## config.mk

```make
export PLATFORM = sky130hd
export DESIGN_NAME = status_flag_reg
export DESIGN_NICKNAME = d
export VERILOG_FILES = /design/src/rtl/status_flag_pkg.sv /design/src/rtl/sfr_cmd_decode.sv /design/src/rtl/sfr_byte_pack.sv /design/src/rtl/sfr_flag_core.sv /design/src/rtl/status_flag_reg.sv
export SDC_FILE = /design/constraint.sdc
export NUM_CORES = 1
export LEC_CHECK = 0
export ABC_CLOCK_PERIOD_IN_PS = 1120
export BUFFER_PORTS_ARGS = -buffer_cell sky130_fd_sc_hd__clkbuf_2
export CORE_MARGIN = 3
export CORE_UTILIZATION = 41
export DETAILED_ROUTE_END_ITERATION = 8
export GPL_ROUTABILITY_DRIVEN = 0
export GPL_TIMING_DRIVEN = 1
export PLACE_DENSITY_LB_ADDON = 0.1
export SLEW_MARGIN = 25
export SYNTH_ARGS = -nofsm -noshare
export SYNTH_HDL_FRONTEND = slang
export SYNTH_SLANG_ARGS = --single-unit
```

## constraint.sdc

```tcl
create_clock -name clk_i -period 1.12 [get_ports clk_i]
set_clock_uncertainty 0.15 [all_clocks]
set_input_delay 0.168 -clock clk_i [delete_from_list [all_inputs] [get_ports clk_i]]
set_output_delay 0.168 -clock clk_i [all_outputs]
set_load 0.005 [all_outputs]
```

## src/rtl/status_flag_pkg.sv

```systemverilog
package status_flag_pkg;
  localparam int unsigned BYTE_W    = 8;
  localparam int unsigned NUM_ARITH = 6;
  localparam int unsigned NUM_PACK  = 5;
  localparam int unsigned CMD_W     = 3;

  // arithmetic flag indices
  localparam int unsigned F_CF = 0;
  localparam int unsigned F_PF = 1;
  localparam int unsigned F_AF = 2;
  localparam int unsigned F_ZF = 3;
  localparam int unsigned F_SF = 4;
  localparam int unsigned F_OF = 5;

  // byte position of packed flag k (flag index k = 0..4)
  localparam int unsigned PACK_POS [NUM_PACK] = '{0, 2, 4, 6, 7};
  localparam logic [BYTE_W-1:0] PACK_FILL = 8'h02;

  typedef enum logic [CMD_W-1:0] {
    CMD_IDLE  = 3'd0,
    CMD_CLR_C = 3'd1,
    CMD_SET_C = 3'd2,
    CMD_INV_C = 3'd3,
    CMD_CLR_I = 3'd4,
    CMD_SET_I = 3'd5,
    CMD_LOAD  = 3'd6,
    CMD_READ  = 3'd7
  } cmd_e;

  typedef struct packed {
    logic clr_c;
    logic set_c;
    logic inv_c;
    logic clr_i;
    logic set_i;
    logic load;
    logic read;
    logic busy;
  } ctl_t;
endpackage

```

## src/rtl/sfr_cmd_decode.sv

```systemverilog
module sfr_cmd_decode
  import status_flag_pkg::*;
(
  input  logic [CMD_W-1:0] cmd_i,
  output ctl_t             ctl_o
);
  always_comb begin
    ctl_o       = '0;
    ctl_o.busy  = (cmd_i != CMD_IDLE);
    unique case (cmd_i)
      CMD_CLR_C: ctl_o.clr_c = 1'b1;
      CMD_SET_C: ctl_o.set_c = 1'b1;
      CMD_INV_C: ctl_o.inv_c = 1'b1;
      CMD_CLR_I: ctl_o.clr_i = 1'b1;
      CMD_SET_I: ctl_o.set_i = 1'b1;
      CMD_LOAD:  ctl_o.load  = 1'b1;
      CMD_READ:  ctl_o.read  = 1'b1;
      default:   ;
    endcase
  end
endmodule

```

## src/rtl/sfr_byte_pack.sv

```systemverilog
module sfr_byte_pack
  import status_flag_pkg::*;
(
  input  logic [NUM_ARITH-1:0] flags_i,
  input  logic [BYTE_W-1:0]    byte_i,
  output logic [BYTE_W-1:0]    byte_o,
  output logic [NUM_PACK-1:0]  unpack_o
);
  logic [NUM_PACK-1:0][BYTE_W-1:0] lane;

  for (genvar k = 0; k < NUM_PACK; k++) begin : g_lane
    always_comb begin
      lane[k]              = '0;
      lane[k][PACK_POS[k]] = flags_i[k];
    end
    assign unpack_o[k] = byte_i[PACK_POS[k]];
  end

  always_comb begin
    byte_o = PACK_FILL;
    for (int k = 0; k < NUM_PACK; k++) byte_o = byte_o | lane[k];
  end
endmodule

```

## src/rtl/sfr_flag_core.sv

```systemverilog
module sfr_flag_core
  import status_flag_pkg::*;
(
  input  logic                 clk_i,
  input  logic                 rst_ni,
  input  ctl_t                 ctl_i,
  input  logic [NUM_PACK-1:0]  load_i,
  input  logic [NUM_ARITH-1:0] alu_flags_i,
  input  logic [NUM_ARITH-1:0] alu_we_i,
  output logic [NUM_ARITH-1:0] arith_o,
  output logic                 ie_o
);
  logic [NUM_ARITH-1:0] arith_q, arith_d, alu_merge;
  logic                 ie_q, ie_d;

  for (genvar i = 0; i < NUM_ARITH; i++) begin : g_merge
    assign alu_merge[i] = alu_we_i[i] ? alu_flags_i[i] : arith_q[i];
  end

  always_comb begin
    arith_d = arith_q;
    ie_d    = ie_q;
    if (!ctl_i.busy) begin
      arith_d = alu_merge;
    end else begin
      if (ctl_i.load) arith_d[NUM_PACK-1:0] = load_i;
      if (ctl_i.clr_c) arith_d[F_CF] = 1'b0;
      if (ctl_i.set_c) arith_d[F_CF] = 1'b1;
      if (ctl_i.inv_c) arith_d[F_CF] = ~arith_q[F_CF];
      if (ctl_i.clr_i) ie_d = 1'b0;
      if (ctl_i.set_i) ie_d = 1'b1;
    end
  end

  always_ff @(posedge clk_i or negedge rst_ni) begin
    if (!rst_ni) begin
      arith_q <= '0;
      ie_q    <= 1'b0;
    end else begin
      arith_q <= arith_d;
      ie_q    <= ie_d;
    end
  end

  assign arith_o = arith_q;
  assign ie_o    = ie_q;

  assert_inv_carry_R3: assert property (@(posedge clk_i) disable iff (!rst_ni)
    ctl_i.inv_c |=> arith_q[F_CF] != $past(arith_q[F_CF]));
  assert_cmd_blocks_alu_R9: assert property (@(posedge clk_i) disable iff (!rst_ni)
    ctl_i.busy |=> $stable(arith_q[F_OF]));
  assert_idle_keeps_ie_R8: assert property (@(posedge clk_i) disable iff (!rst_ni)
    !ctl_i.busy |=> $stable(ie_q));
endmodule

```

## src/rtl/status_flag_reg.sv

```systemverilog
module status_flag_reg
  import status_flag_pkg::*;
(
  input  logic                 clk_i,
  input  logic                 rst_ni,
  input  logic [CMD_W-1:0]     cmd_i,
  input  logic [BYTE_W-1:0]    data_i,
  input  logic [NUM_ARITH-1:0] alu_flags_i,
  input  logic [NUM_ARITH-1:0] alu_we_i,
  output logic                 cf_o,
  output logic                 pf_o,
  output logic                 af_o,
  output logic                 zf_o,
  output logic                 sf_o,
  output logic                 of_o,
  output logic                 if_o,
  output logic [BYTE_W-1:0]    byte_o
);
  ctl_t                 ctl;
  logic [NUM_PACK-1:0]  unpacked;
  logic [NUM_ARITH-1:0] arith;
  logic [BYTE_W-1:0]    packed_now, byte_q;
  logic                 ie;

  sfr_cmd_decode u_dec (.cmd_i(cmd_i), .ctl_o(ctl));

  sfr_byte_pack u_pack (
    .flags_i (arith),
    .byte_i  (data_i),
    .byte_o  (packed_now),
    .unpack_o(unpacked)
  );

  sfr_flag_core u_core (
    .clk_i      (clk_i),
    .rst_ni     (rst_ni),
    .ctl_i      (ctl),
    .load_i     (unpacked),
    .alu_flags_i(alu_flags_i),
    .alu_we_i   (alu_we_i),
    .arith_o    (arith),
    .ie_o       (ie)
  );

  always_ff @(posedge clk_i or negedge rst_ni) begin
    if (!rst_ni)       byte_q <= PACK_FILL;
    else if (ctl.read) byte_q <= packed_now;
  end

  assign cf_o   = arith[F_CF];
  assign pf_o   = arith[F_PF];
  assign af_o   = arith[F_AF];
  assign zf_o   = arith[F_ZF];
  assign sf_o   = arith[F_SF];
  assign of_o   = arith[F_OF];
  assign if_o   = ie;
  assign byte_o = byte_q;

  assert_clr_carry_R2: assert property (@(posedge clk_i) disable iff (!rst_ni)
    cmd_i == CMD_CLR_C |=> !cf_o);
  assert_set_carry_R2: assert property (@(posedge clk_i) disable iff (!rst_ni)
    cmd_i == CMD_SET_C |=> cf_o);
  assert_clr_int_R4: assert property (@(posedge clk_i) disable iff (!rst_ni)
    cmd_i == CMD_CLR_I |=> !if_o);
  assert_set_int_R4: assert property (@(posedge clk_i) disable iff (!rst_ni)
    cmd_i == CMD_SET_I |=> if_o);
  assert_load_R5: assert property (@(posedge clk_i) disable iff (!rst_ni)
    cmd_i == CMD_LOAD |=> (cf_o == $past(data_i[0])) && (pf_o == $past(data_i[2]))
      && (af_o == $past(data_i[4])) && (zf_o == $past(data_i[6]))
      && (sf_o == $past(data_i[7])));
  assert_load_keeps_R6: assert property (@(posedge clk_i) disable iff (!rst_ni)
    cmd_i == CMD_LOAD |=> $stable(of_o) && $stable(if_o));
  assert_read_flags_R7: assert property (@(posedge clk_i) disable iff (!rst_ni)
    cmd_i == CMD_READ |=> $stable({cf_o, pf_o, af_o, zf_o, sf_o, of_o, if_o})
      && byte_o[1] && !byte_o[3] && !byte_o[5]);
  assert_byte_hold_R7: assert property (@(posedge clk_i) disable iff (!rst_ni)
    cmd_i != CMD_READ |=> $stable(byte_o));
endmodule

```

Yosys cells after proc, flatten, opt, wreduce, memory -nomap -nowiden
Index checks and enable logic that the tools add are counted.
{"block": "totals", "out_inout_bits": 15, "rom_bits": 0, "n_memories": 0, "in_bits": 25, "register_bits": 15, "latchBits": 0, "mem_bits_rw": 0}
{"block": "op_classes", "muxes": 19, "addsub": 0, "bitwise_logic": 6, "n_div": 0, "eq_ne": 9, "reduce_logical": 14, "n_lt_le_gt_ge": 0, "n_shift": 0, "multipliers": 0}
{"cell": "$mux 1", "n": 17}
{"cell": "$reduce_and 2->1", "n": 7}
{"cell": "$eq 3x3->1 const B", "n": 4}
{"cell": "$reduce_bool 2->1", "n": 6}
{"cell": "$mux 5", "n": 2}
{"cell": "$or 8x5->8", "n": 1}
{"cell": "$or 8x7->8", "n": 1}
{"cell": "$or 8x8->8", "n": 1}
{"cell": "$eq 3x2->1 const B", "n": 2}
{"cell": "$ne 5x5->1 const B", "n": 1}
{"cell": "$eq 3x1->1 const B", "n": 1}
{"cell": "$or 2x3->3", "n": 1}
{"cell": "$reduce_bool 3->1", "n": 1}
{"cell": "$ne 2x2->1 const B", "n": 1}
{"cell": "$not 1->1", "n": 2}

Longest topological paths before layout
Gate-level depths: netlist of run 1.
{"block": "logic_depth", "ltp_word": 7, "depth_mapped": 4, "ltp_nobuf": 3}

Modules after synthesis
A second synthesis of run 1 with hierarchy kept.
{"block": "hier_totals", "cells_unflattened": 77, "hier_area_um2": 897.1}
{"mod": "sfr_flag_core", "seq_area_each_um2": 175.2, "area_per_inst_um2": 392.9, "cells_per_inst": 37, "instances": 1}
{"mod": "status_flag_reg", "seq_area_each_um2": 201.4, "area_per_inst_um2": 332.8, "cells_per_inst": 17, "instances": 1}
{"mod": "sfr_byte_pack", "seq_area_each_um2": 0.0, "area_per_inst_um2": 105.1, "cells_per_inst": 15, "instances": 1}
{"mod": "sfr_cmd_decode", "seq_area_each_um2": 0.0, "area_per_inst_um2": 66.3, "cells_per_inst": 8, "instances": 1}

Worst setup path after synthesis of run 1
OpenSTA, ideal clock, no wires.
{"block": "synth_path", "path_type": "input to register", "startpoint": "in cmd_i[1]", "endpoint": "reg u_core.arith_q[5], in the netlist u_core.arith_o[5]", "t_arrival_ns": 0.945, "setup_ns": 0.125, "path_stages": 4, "setup_slack_ns": -0.100, "required_ns": 0.845, "path_cell_list": "buf_6 nor3_4 nand2_2 mux2_4"}
{"block": "synth_via", "elab_chain_cells": 3}
{"element": "start, declared", "line_no": "status_flag_reg.sv:6", "source": "input logic [CMD_W-1:0] cmd_i,"}
{"element": "$reduce_bool 3->1", "line_no": "sfr_cmd_decode.sv:9", "source": "ctl_o.busy = (cmd_i != CMD_IDLE);"}
{"element": "$not 1->1 (no line)"}
{"element": "$reduce_and 2->1 (no line)"}
{"element": "end signal, assigned", "line_no": "sfr_flag_core.sv:40", "source": "arith_q <= arith_d;"}
{"element": "end, declared", "line_no": "sfr_flag_core.sv:13", "source": "logic [NUM_ARITH-1:0] arith_q, arith_d, alu_merge;"}
Every way passes these cells.
A chain may end at the register's enable or synchronous reset.

Final worst setup path of run 1
{"block": "layout_path", "startpoint": "reg u_core.arith_q[3], in the netlist u_core.arith_o[3]", "endpoint": "out zf_o"}
{"element": "end, declared", "line_no": "status_flag_reg.sv:13", "source": "output logic zf_o,"}
No word-level cell between the ends.

==> impl_metrics.env, run 1 <==
export IMPL_status="finished, final reports clean"
export IMPL_hold_path_cell_count=2
export IMPL_drc=0
export IMPL_critPathTopFamily="flip-flops"
export IMPL_avgViaCountPerCell=5.12
export IMPL_regToRegSetupSlack_ps=70
export IMPL_worstRegToRegCells=2
export IMPL_timing_fmax_ghz=0.900
export IMPL_maxCapViolCount=0
export IMPL_globalRoute_totalOverflow=0
export IMPL_setup_viol=0
export IMPL_holdCritStartpoint="alu_flags_i[4]"
export IMPL_ys_seq_elements=12
export IMPL_worstPathMaxFanout=3
export IMPL_clk_latency_ps=270
export IMPL_area_growth_pct=38.1
export IMPL_cts_tree="done"
export IMPL_rr_endpoint="u_core.arith_o[3]$_DFFE_PN0P_"
export IMPL_synth_sequential_area_ratio=0.467
export IMPL_preCtsSetupSlack_ps=-195
export IMPL_arrival_ps=790
export IMPL_power_w=0.00120
export IMPL_endpoint_kind="output pin"
export IMPL_grt_total_usage=0.150
export IMPL_drive_above_1_share=0.571
export IMPL_synth_avg_cell_area_um2=11.3
export IMPL_maxSlewViolCount=0
export IMPL_rsz0062_at_grt="true"
export IMPL_rows=13
export IMPL_hold_viol=0
export IMPL_worstSetupStartpointType="flop"
export IMPL_hold_slack_ps=14.9
export IMPL_synthCells=57
export IMPL_grt_pass1_wl_um=2210
export IMPL_cts_root_buf="clkbuf_4"
export IMPL_hold_path_class="in -> reg"
export IMPL_cp_buffers_inverters=1
export IMPL_drt_iter0_markers=13
export IMPL_die_width_um=45.6
export IMPL_antenna_found_initial=0
export IMPL_fin_crit_ps=1110
export IMPL_fp_dieH_um=45.6
export IMPL_drt_total_wl_um=1320
export IMPL_start_util=0.465
export IMPL_numClockSinks=12
export IMPL_h_tree_depth=1
export IMPL_crit_required_ps=800
export IMPL_crit_chain="clkbuf_2"
export IMPL_cts_made_buffers=3
export IMPL_core_area_um2=1380
export IMPL_holdPathEnd="u_core.arith_o[4]$_DFFE_PN0P_"
export IMPL_setup_ws_ps=8.59
export IMPL_powerDensity_nw_per_um2=1350
export IMPL_syn_area_um2=643
export IMPL_vias=578
export IMPL_antenna_cells=0
export IMPL_ir_drop_uv=806
export IMPL_routedWlPerCell_um=11.7
export IMPL_slowest_delay_ps=400
export IMPL_yosysWarnings=0
export IMPL_die_area_um2=2080
export IMPL_cts_clk_slew_worst_paths_ps=70
export IMPL_final_nets=125
export IMPL_grt_max_degree=13
export IMPL_fill_cells=118
export IMPL_grt_pass1_vias=543
export IMPL_fin_crit_sh=0.992
export IMPL_critical_path_class="reg -> out"
export IMPL_synth_cell_types=24
export IMPL_drt_antenna_violating_nets=0
export IMPL_clockBufferDepth=2
export IMPL_r2r_start="u_core.arith_o[3]$_DFFE_PN0P_"
export IMPL_io_pins=40
export IMPL_cp_slowest_cell="dfrtp_1"
export IMPL_port_buffers=33
export IMPL_power_leakage_nw=0.453
export IMPL_drtPass1Iterations=4
synthesized netlist by cell type, drive strengths merged:
cell    count  area, µm²
a211o       4       35.0
a211oi      1       7.51
a21o        1       7.51
a21oi       2       10.0
and3b       1       8.76
buf         5       38.8
conb        2       7.51
dfrtp      12        300
inv         1       3.75
mux2        6       71.3
nand2       7       28.8
nand2b      3       18.8
nand3       1       5.00
nand3b      1       7.51
nor2b       1       6.26
nor3        2       21.3
o21ai       1       5.00
o221a       4       45.0
or2b        2       15.0
routing by layer:
| layer | global-route usage | wire [µm] |
|---|---|---|
| met5 | 0 | 0 |
| met4 | 0.0526 | 11 |
| met3 | 0.0632 | 133 |
| met2 | 0.248 | 638 |
| met1 | 0.171 | 538 |
kinds of logic (layout without fill, tap and decap cells):
group,Yosys count,count (layout),synth area share
multiplexers,6,6,0.111
flip-flops,12,12,0.467
buffers and inverters,6,46,0.0661
other,2,3,0.0117
AND/OR/NAND/NOR,18,18,0.173
AO/OA/AOI/OAI,13,13,0.171
flip-flops by register name (all words and copies together), names as in the netlist:
signal,count
u_core.arith_o,6
byte_o,5
u_core.ie_o,1
power breakdown:
| group | switching [W] | internal (W) |
|---|---|---|
| Combinational | 0.000135 | 0.000224 |
| Clock | 0.000129 | 0.000124 |
| Sequential | 0.0000577 | 0.000533 |
| Total | 0.000321 | 0.000881 |
placed cells by master, fill, tap and decap left out, types with 2 or more instances in the layout:
master         count
a211o_1            4
a21oi_1            2
buf_4              7
clkbuf_2          33
clkbuf_4           3
conb_1             3
dfrtp_1           12
dlygate4sd3_1      2
mux2_2             5
nand2_1            6
nand2b_1           3
o221a_2            4
or2b_1             2
metrics by stage:
| stage | cells | TNS (ps) | utilization | area, µm² |
|---|---|---|---|---|
| after floorplan | 58 | -153 | - | 658 |
| after global placement | 107 | -1490 | 0.606 | 838 |
| after detailed placement | 107 | -1600 | 0.606 | 838 |
| after CTS | 112 | 0 | 0.637 | 881 |
| after global routing | 113 | -72.6 | 0.643 | 888 |
| final | 113 | 0 | 0.643 | 888 |
worst max-delay path by stage:
| stage | cells after the start | slack (ps) | startpoint | end |
|---|---|---|---|---|
| final | 1 | 9 | u_core.arith_o[3]$_DFFE_PN0P_ | zf_o |
| after global routing | 1 | -30 | u_core.arith_o[3]$_DFFE_PN0P_ | zf_o |
| after CTS | 1 | 3 | u_core.arith_o[3]$_DFFE_PN0P_ | zf_o |
| after detailed placement | 4 | -200 | cmd_i[0] | byte_o[7]$_DFFE_PN0N_ |
| after global placement | 4 | -180 | cmd_i[0] | byte_o[7]$_DFFE_PN0N_ |
| after floorplan | 4 | -100 | cmd_i[1] | u_core.arith_o[5]$_DFFE_PN0P_ |
final cells by class:
class	instances	area, µm²	share of cell area
inverter	1	3.75	0.00423
clock buffer	3	22.5	0.0254
tap	15	18.8	0.0211
sequential	12	300	0.338
multi-input combinational	40	305	0.344
timing repair buffer	42	238	0.268
what timing repair did:
action                                  in CTS  in global routing
buffers inserted                             0                  1
resized for setup                            0                  0
hold buffers                                 2                  0
endpoints found under the hold margin       13                  0
endpoints found under the setup margin       0                  8
Power figures use the tool's default switching activity.
==> run 2, diff against run 1 <==
--- a/config.mk
+++ b/config.mk
@@ -12,6 +12,7 @@
 export DETAILED_ROUTE_END_ITERATION = 8
 export GPL_ROUTABILITY_DRIVEN = 0
 export GPL_TIMING_DRIVEN = 1
+export MAX_ROUTING_LAYER = met4
 export PLACE_DENSITY_LB_ADDON = 0.1
 export SLEW_MARGIN = 25
 export SYNTH_ARGS = -nofsm -noshare
==> run 2 against run 1 <==
Compared with the run above:
- global-route usage rose by 0.44 points
- clock-buffer cell count did not move
- worst setup slack improved by 1.4 ps
- critical path depth did not move
- sequential cell count did not move
- power barely moved
- critical endpoint unchanged
==> impl_metrics.env, run 2 (synthesis results as in run 1) <==
export IMPL_status="finished, final reports clean"
export IMPL_drtPass1Iterations=4
export IMPL_drt_iter0_markers=15
export IMPL_powerDensity_nw_per_um2=1350
export IMPL_clk_latency_ps=270
export IMPL_crit_required_ps=800
export IMPL_antenna_found_initial=0
export IMPL_cts_tree="done"
export IMPL_placement_cell_area_um2=838
export IMPL_drt_total_wl_um=1330
export IMPL_core_area_um2=1380
export IMPL_layout_commonest_cell="clkbuf_2"
export IMPL_globalRoute_totalOverflow=0
export IMPL_rr_endpoint="u_core.arith_o[2]$_DFFE_PN0P_"
export IMPL_grt_max_degree=13
export IMPL_antenna_cells=0
export IMPL_slowest_delay_ps=400
export IMPL_die_width_um=45.6
export IMPL_largest_reg_flops=6
export IMPL_hold_path_class="in -> reg"
export IMPL_rsz0062_at_grt="true"
export IMPL_clockBufferDepth=2
export IMPL_start_util=0.465
export IMPL_worstSetupStartpointType="flop"
export IMPL_cp_buffers_inverters=1
export IMPL_cts_root_buf="clkbuf_4"
export IMPL_rows=13
export IMPL_hold_viol=0
export IMPL_io_pins=40
export IMPL_h_tree_depth=1
export IMPL_avgViaCountPerCell=5.11
export IMPL_grt_pass1_vias=539
export IMPL_fin_crit_ps=1110
export IMPL_endpoint_kind="output pin"
export IMPL_holdCritStartpoint="alu_flags_i[4]"
export IMPL_maxCapViolCount=0
export IMPL_numClockSinks=12
export IMPL_maxSlewViolCount=0
export IMPL_arrival_ps=790
export IMPL_layout_common_cells="clkbuf_2, dfrtp_1, buf_4, nand2_1, mux2_2"
export IMPL_final_nets=125
export IMPL_vias=577
export IMPL_timing_fmax_ghz=0.901
export IMPL_die_area_um2=2080
export IMPL_drc=0
export IMPL_r2r_start="u_core.arith_o[2]$_DFFE_PN0P_"
export IMPL_grt_total_usage=0.154
export IMPL_holdPathEnd="u_core.arith_o[4]$_DFFE_PN0P_"
export IMPL_area_growth_pct=38.1
export IMPL_routedWlPerCell_um=11.8
export IMPL_grt_pass1_wl_um=2210
export IMPL_worstRegToRegCells=2
export IMPL_cts_made_buffers=3
export IMPL_ir_drop_uv=811
export IMPL_cts_clk_slew_worst_paths_ps=70
export IMPL_hold_slack_ps=15.6
export IMPL_hold_path_cell_count=2
export IMPL_cp_slowest_cell="dfrtp_1"
export IMPL_port_buffers=33
export IMPL_regToRegSetupSlack_ps=70
export IMPL_drive_above_1_share=0.571
export IMPL_fp_dieH_um=45.6
export IMPL_worstPathMaxFanout=3
export IMPL_drt_antenna_violating_nets=0
export IMPL_fin_crit_sh=0.991
export IMPL_post_route_cell_area_um2=888
export IMPL_setup_viol=0
export IMPL_power_leakage_nw=0.453
export IMPL_fill_cells=118
export IMPL_crit_chain="clkbuf_2"
export IMPL_critPathTopFamily="flip-flops"
export IMPL_critical_path_class="reg -> out"
## run 2: area by class of cell
class | count | area, µm² | share of cell area
inverter | 1 | 3.75 | 0.00423
tap | 15 | 18.8 | 0.0211
clock buffer | 3 | 22.5 | 0.0254
multi-input combinational | 40 | 305 | 0.344
sequential | 12 | 300 | 0.338
timing repair buffer | 42 | 238 | 0.268
## run 2: metal layers
metal	global-route usage	share of wire	vias up
li1	-	-	280
met1	0.171	0.40	269
met2	0.248	0.49	28
met3	0.0632	0.10	0
met4	0.0526	0	0
met5	-	0	-
## run 2: worst max path at each step
stage	start	endpoint	slack [ps]	depth (start not counted)
floorplan	cmd_i[1]	u_core.arith_o[5]$_DFFE_PN0P_	-100	4
global placement	cmd_i[0]	byte_o[7]$_DFFE_PN0N_	-180	4
detailed placement	cmd_i[0]	byte_o[7]$_DFFE_PN0N_	-200	4
CTS	u_core.arith_o[3]$_DFFE_PN0P_	zf_o	3	1
global route	u_core.arith_o[3]$_DFFE_PN0P_	zf_o	-30	1
finish	u_core.arith_o[3]$_DFFE_PN0P_	zf_o	10	1
## run 2: what timing repair did
| item | 4_1_cts | 5_1_grt |
|---|---|---|
| endpoints found under the setup margin | 0 | 8 |
| setup buffers | 0 | 1 |
| endpoints found under the hold margin | 13 | 0 |
| gates resized for setup | 0 | 0 |
| hold buffers | 2 | 0 |
## run 2: stage by stage
step	instances	total power [W]	setup slack, ps	util	setup TNS, ps
after floorplan	58	0.000776	-95.0	-	-153
after global placement	107	0.000939	-176	0.606	-1490
after detailed placement	107	0.000955	-195	0.606	-1600
after CTS	112	0.00122	2.67	0.637	0
after global routing	113	0.00129	-27.5	0.643	-72.6
final	113	0.00120	9.97	0.643	0
## run 2: where the power goes
part / leakage, nW / internal (W) / switching, W / total (W)
sequential: 0.137 / 0.000533 / 0.0000581 / 0.000591
combinational: 0.302 / 0.000224 / 0.000135 / 0.000359
clock: 0.0138 / 0.000124 / 0.000128 / 0.000252
total: 0.453 / 0.000881 / 0.000321 / 0.00120
